### config.mk
export PLATFORM = sky130hd
export DESIGN_NAME = mdio_paged_seq
export DESIGN_NICKNAME = d
export VERILOG_FILES = /design/src/rtl/mdio_paged_seq.sv
export SDC_FILE = /design/constraint.sdc
export NUM_CORES = 1
export LEC_CHECK = 0
export ABC_AREA = 1
export BUFFER_PORTS_ARGS = -buffer_cell sky130_fd_sc_hd__buf_4
export CAP_MARGIN = 20
export CORE_ASPECT_RATIO = 0.8
export CORE_MARGIN = 4
export CORE_UTILIZATION = 50
export DETAILED_ROUTE_END_ITERATION = 8
export PLACE_DENSITY = 0.74
export SLEW_MARGIN = 20
export SYNTH_ARGS = -nofsm -noshare
export SYNTH_HDL_FRONTEND = slang
export SYNTH_SLANG_ARGS = --single-unit
### constraint.sdc
create_clock -name clk -period 4.2 [get_ports clk]
set_input_delay 0.84 -clock clk [delete_from_list [all_inputs] [get_ports clk]]
set_output_delay 0.84 -clock clk [all_outputs]
set_load 0.01 [all_outputs]
### src/rtl/mdio_paged_seq.sv
module mdio_paged_seq #(
  parameter logic [4:0] PHY_ADDR = 5'h1E,
  parameter int         POLL_MAX = 100
) (
  input  logic        clk,
  input  logic        rst_n,
  input  logic        req_valid,
  input  logic        req_write,
  input  logic [7:0]  req_page,
  input  logic [7:0]  req_reg,
  input  logic [3:0]  req_len,
  input  logic [63:0] req_wdata,
  output logic        busy,
  output logic        done,
  output logic        err,
  output logic [63:0] rdata,
  output logic        mg_valid,
  output logic [4:0]  mg_phy,
  output logic [4:0]  mg_reg,
  output logic        mg_write,
  output logic [15:0] mg_wdata,
  input  logic        mg_done,
  input  logic [15:0] mg_rdata
);
  localparam logic [4:0] REG_PAGE = 5'h10;
  localparam logic [4:0] REG_CMD  = 5'h11;
  localparam logic [4:0] REG_DATA = 5'h18;
  localparam int         PCW      = $clog2(POLL_MAX + 1);

  typedef enum logic [2:0] {S_IDLE, S_PAGE, S_WDATA, S_CMD, S_POLL, S_RDATA} st_t;

  st_t             state;
  logic            issued;
  logic [7:0]      page_q, cur_page, cur_reg;
  logic            page_ok, cur_wr, len1;
  logic [1:0]      widx, hi_idx;
  logic [63:0]     wbuf, rbuf;
  logic [PCW-1:0]  pcnt;
  logic            done_q, err_q;
  logic            len_ok;
  logic [1:0]      len_hi;

  always_comb begin
    len_ok = 1'b1;
    len_hi = 2'd0;
    case (req_len)
      4'd1, 4'd2: len_hi = 2'd0;
      4'd4:       len_hi = 2'd1;
      4'd6:       len_hi = 2'd2;
      4'd8:       len_hi = 2'd3;
      default:    len_ok = 1'b0;
    endcase
  end

  assign busy     = state != S_IDLE;
  assign done     = done_q;
  assign err      = err_q;
  assign rdata    = rbuf;
  assign mg_valid = busy && !issued;
  assign mg_phy   = PHY_ADDR;
  assign mg_write = state == S_PAGE || state == S_WDATA || state == S_CMD;

  always_comb begin
    mg_reg   = REG_CMD;
    mg_wdata = 16'h0000;
    case (state)
      S_PAGE:  begin mg_reg = REG_PAGE; mg_wdata = {cur_page, 8'h01}; end
      S_WDATA: begin
        mg_reg   = REG_DATA + {3'b000, widx};
        mg_wdata = len1 ? {8'h00, wbuf[7:0]} : wbuf[{widx, 4'b0000} +: 16];
      end
      S_CMD:   mg_wdata = {cur_reg, 6'b000000, cur_wr ? 2'b01 : 2'b10};
      S_RDATA: mg_reg = REG_DATA + {3'b000, widx};
      default: ;
    endcase
  end

  always_ff @(posedge clk) begin
    if (!rst_n) begin
      state    <= S_IDLE;
      issued   <= 1'b0;
      page_q   <= 8'h00;
      page_ok  <= 1'b0;
      cur_page <= 8'h00;
      cur_reg  <= 8'h00;
      cur_wr   <= 1'b0;
      len1     <= 1'b0;
      widx     <= 2'd0;
      hi_idx   <= 2'd0;
      wbuf     <= 64'h0;
      rbuf     <= 64'h0;
      pcnt     <= '0;
      done_q   <= 1'b0;
      err_q    <= 1'b0;
    end else begin
      done_q <= 1'b0;
      if (mg_valid) issued <= 1'b1;
      if (state == S_IDLE) begin
        if (req_valid) begin
          if (!len_ok) begin
            done_q <= 1'b1;
            err_q  <= 1'b1;
          end else begin
            cur_page <= req_page;
            cur_reg  <= req_reg;
            cur_wr   <= req_write;
            len1     <= req_len == 4'd1;
            wbuf     <= req_wdata;
            rbuf     <= 64'h0;
            widx     <= len_hi;
            hi_idx   <= len_hi;
            pcnt     <= '0;
            if (page_ok && page_q == req_page)
              state <= req_write ? S_WDATA : S_CMD;
            else
              state <= S_PAGE;
          end
        end
      end else if (issued && mg_done) begin
        issued <= 1'b0;
        case (state)
          S_PAGE:  state <= cur_wr ? S_WDATA : S_CMD;
          S_WDATA: if (widx == 2'd0) state <= S_CMD; else widx <= widx - 2'd1;
          S_CMD:   state <= S_POLL;
          S_POLL: begin
            if (mg_rdata[1:0] == 2'b00) begin
              if (cur_wr) begin
                state   <= S_IDLE;
                done_q  <= 1'b1;
                err_q   <= 1'b0;
                page_q  <= cur_page;
                page_ok <= 1'b1;
              end else begin
                widx  <= hi_idx;
                state <= S_RDATA;
              end
            end else if (pcnt == PCW'(POLL_MAX - 1)) begin
              state  <= S_IDLE;
              done_q <= 1'b1;
              err_q  <= 1'b1;
            end else begin
              pcnt <= pcnt + 1'b1;
            end
          end
          S_RDATA: begin
            rbuf[{widx, 4'b0000} +: 16] <= len1 ? {8'h00, mg_rdata[7:0]} : mg_rdata;
            if (widx == 2'd0) begin
              state   <= S_IDLE;
              done_q  <= 1'b1;
              err_q   <= 1'b0;
              page_q  <= cur_page;
              page_ok <= 1'b1;
            end else begin
              widx <= widx - 2'd1;
            end
          end
          default: state <= S_IDLE;
        endcase
      end
    end
  end
endmodule

==> reports/qor.csv <==
stage,metric,value,unit
worst_hold_path,startpoint of the lowest-slack hold path,err$_SDFFE_PN0P_,
power_and_ir_drop,fraction of power consumed by the clock network,21.3,%
logic_synthesis,number of distinct library cells after synthesis,37,
detailed_routing,routed via count,8323,
sta,final hold slack,0.448,ns
detailed_routing,Pre-antenna DRT Iters,5,
final_layout,# diodes,0,
clock_network,H-tree lvl count,4,
worst_setup_path,startpoint of the most critical setup path,widx[1]$_SDFFE_PN0P_,
logic_synthesis,number of instances in the synthesized netlist,1269,
worst_setup_path,number of cells on the worst reg-to-reg path,8,
logic_synthesis,register bit total from synthesis,172,
placement,DP Worst Slack,1.06,ns
power_and_ir_drop,final total power,7.16,mW
clock_network,clock buffer count from CTS,17,
placement,placer's final routability congestion estimate,0.867,
worst_hold_path,"Endpoint, Worst Hold",err$_SDFFE_PN0P_,
outcome,run status,completed,
clock_network,number of sinks driven by the clock tree,172,
placement,post-placement cell count,1612,
detailed_routing,detailed-route DRC error count,0,
worst_setup_path,R2R Path End,rdata[4]$_SDFFE_PN0P_,
placement,placed wire-length estimate,16600,um
detailed_routing,count of nets left with antenna violations after detail routing,0,
grt,global-route congestion overflow total,0,
worst_setup_path,flop-to-flop setup slack,0.98,ns
grt,GRT Util Overall,24.0,%
floorplanning,initial standard-cell utilization of the core,51.8,%
floorplanning,Row Count,41,
sta,setup slack of the critical path after layout,0.977,ns
clock_network,CTS Root Cell,sky130_fd_sc_hd__clkbuf_16,
worst_setup_path,category of the worst setup path launch point,flop,
placement,count of input and output buffers,192,
power_and_ir_drop,Leak,4.84,nW
floorplanning,Top-Level Pins,200,
logic_synthesis,proportion of synthesized chip area in sequential cells,41.5,%
final_layout,final design utilization,64.4,%
sta,total negative slack,0,ns
worst_setup_path,kind of critical path,flop to flop,
worst_setup_path,kind of capture point of the worst setup path,flop,
floorplanning,Horiz. Die Dim,152,um
sta,shortest period the worst path allows,3.22,ns
logic_synthesis,post-synth top area cell,sky130_fd_sc_hd__dfxtp_1,
final_layout,"count of placed standard cells in the final layout, fillers left out",1644,
flow_run,number of max-cap violations,0,
final_layout,layout overhead on the synthesized area,24.2,%
floorplanning,Placeable Area,16000,um^2
clock_network,postcts setup bufs,0,
logic_synthesis,largest cells by area after synthesis,"sky130_fd_sc_hd__dfxtp_1, sky130_fd_sc_hd__nand2_1, sky130_fd_sc_hd__nor2_1",
power_and_ir_drop,Logic pwr share,46.8,%
clock_network,"Reg clk slew, reported paths",0.06,ns
clock_network,clock latency on the worst-skew pair,0.43,ns
sta,max frequency,310,MHz
sta,Final Hold Viols,0,
clock_network,clk buf depth,2,
power_and_ir_drop,switch share,42.3,%
worst_setup_path,largest fanout on the critical path,32,
grt,initial antenna violation count,0,
sta,Slew Limit Fails,0,
logic_synthesis,netlist area before placement,8300,um^2
floorplanning,floorplan die area,18700,um^2
worst_setup_path,arrival time reported for the critical path endpoint,3.54,ns
power_and_ir_drop,largest voltage drop on the vdd net,0.375,mV
detailed_routing,detail-routed via count per cell,5.06,
power_and_ir_drop,total net switching power,3.03,mW
final_layout,most frequent cells in the layout,"sky130_fd_sc_hd__nand2_1, sky130_fd_sc_hd__nor2_1, sky130_fd_sc_hd__buf_4",
sta,"Period Utilization, post-route",76.7,%
worst_hold_path,hold crit path type,flop to flop,
grt,via count of the first global-routing pass,7325,
detailed_routing,number of design-rule violations left by the first detailed-router iteration,836,
logic_synthesis,share of async-settable or async-resettable flops after synthesis,0,%
power_and_ir_drop,cell internal power dissipation,4.13,mW
sta,Worst Max-Slew Pin Slew,0.803,ns
sta,worst slew margin relative to its limit,46.3,%
clock_network,post-cts resize count,0,
clock_network,cts hold-fix bufs,0,
sta,unrepaired setup endpoints after global routing,false,
logic_synthesis,most instantiated flip-flop cell in the synthesis netlist,sky130_fd_sc_hd__dfxtp_1,
worst_setup_path,worst reg2reg startpoint,widx[1]$_SDFFE_PN0P_,
placement,Placed Instance Area,9730,um^2
clock_network,TritonCTS clock tree,built,
logic_synthesis,synthesized area divided by synthesized cell count,6.54,um^2
final_layout,count of filler cells inserted in the layout,1498,
detailed_routing,mean routed wirelength per cell,14.3,um
final_layout,fraction of layout instances using a drive strength above 1,17.6,%
logic_synthesis,count of warnings emitted by yosys,0,
worst_hold_path,worst hold stages,2,
worst_setup_path,required time of the critical path,4.52,ns
sta,Worst Clk Skew,0.0107,ns
grt,wire length of the first global-routing pass,36700,um
final_layout,final instance area,10300,um^2
logic_synthesis,share of the synthesized area in the top cell type,41.5,%
logic_synthesis,number of synthesized flops with an enable pin,0,
floorplanning,die outline height,123,um
power_and_ir_drop,Power Density,695,nW/um^2
final_layout,most common library cell in the layout ignoring fill and taps,sky130_fd_sc_hd__nand2_1,
detailed_routing,Total Wirelength,23500,um
grt,maximum number of pins on one net before global-route repair,55,
sta,Final Setup Violations,0,
power_and_ir_drop,share of total power in sequential cells,31.9,%
final_layout,post-layout net count,1526,
how the worst max path moves through the flow:
| stage | to |
|---|---|
| after global routing | rdata[5]$_SDFFE_PN0P_ |
| after detailed placement | rdata[4]$_SDFFE_PN0P_ |
| after CTS | rdata[3]$_SDFFE_PN0P_ |
| final | rdata[4]$_SDFFE_PN0P_ |
| after floorplan | mg_wdata[3] |
| after global placement | rdata[3]$_SDFFE_PN0P_ |
power by group through the flow:
stage	Combinational (mW)	Sequential (mW)	Clock, mW
3_3_place_gp	3.27	2.31	0
5_1_grt	3.79	2.32	1.62
6_report	3.35	2.29	1.52
2_1_floorplan	2.15	2.39	0
4_1_cts	3.34	2.28	1.55
3_5_place_dp	3.33	2.31	0
synthesized netlist by cell type, types with 6 or more instances:
cell,count
sky130_fd_sc_hd__a21oi_1,127
sky130_fd_sc_hd__a221oi_1,6
sky130_fd_sc_hd__buf_1,7
sky130_fd_sc_hd__buf_2,25
sky130_fd_sc_hd__buf_4,9
sky130_fd_sc_hd__clkbuf_1,34
sky130_fd_sc_hd__dfxtp_1,172
sky130_fd_sc_hd__inv_1,152
sky130_fd_sc_hd__nand2_1,318
sky130_fd_sc_hd__nand3_1,34
sky130_fd_sc_hd__nand4_1,8
sky130_fd_sc_hd__nor2_1,213
sky130_fd_sc_hd__nor3_1,16
sky130_fd_sc_hd__o21ai_0,86
sky130_fd_sc_hd__o221ai_1,8
sky130_fd_sc_hd__o31ai_1,8
worst max-delay path, cell delays in order (launching register included):
cell	delay (ns)
sky130_fd_sc_hd__dfxtp_1	0.32
sky130_fd_sc_hd__inv_1	0.05
sky130_fd_sc_hd__buf_4	0.21
sky130_fd_sc_hd__ha_1	0.49
sky130_fd_sc_hd__clkinv_1	0.71
sky130_fd_sc_hd__nand2_1	0.28
sky130_fd_sc_hd__nand4_2	0.63
sky130_fd_sc_hd__o21bai_1	0.37
sky130_fd_sc_hd__nor2_1	0.06
layout make-up:
cell class	instances	area (um^2)	area share (%)
flip-flops and latches	172	3440	33.4
repair buffers	202	1520	14.7
inverters	157	589	5.72
multi-input cells	866	3910	38.0
clock buffers	20	457	4.43
well taps	215	269	2.61
clock inverters	12	116	1.13
kinds of logic after synthesis:
family                     Yosys count  synth area share, %
and+or+nand+nor                    607                 29.6
AOI/OAI and AO/OA                  244                 15.9
buffers and inverters              236                 11.7
DFF                                172                 41.5
adders and majority gates            5                0.754
xor gates and xnor gates             3                0.317
other                                2               0.0905
per-layer routing:
| layer | wire length [um] | GRT usage (%) | part of all wire, % |
|---|---|---|---|
| met1 | 11300 | 35.4 | 48 |
| met2 | 10200 | 35.5 | 44 |
| met3 | 1640 | 5.46 | 7.0 |
| met4 | 318 | 6.34 | 1.4 |
| met5 | 0 | 0 | 0 |
(Power assumes the default switching activity.)
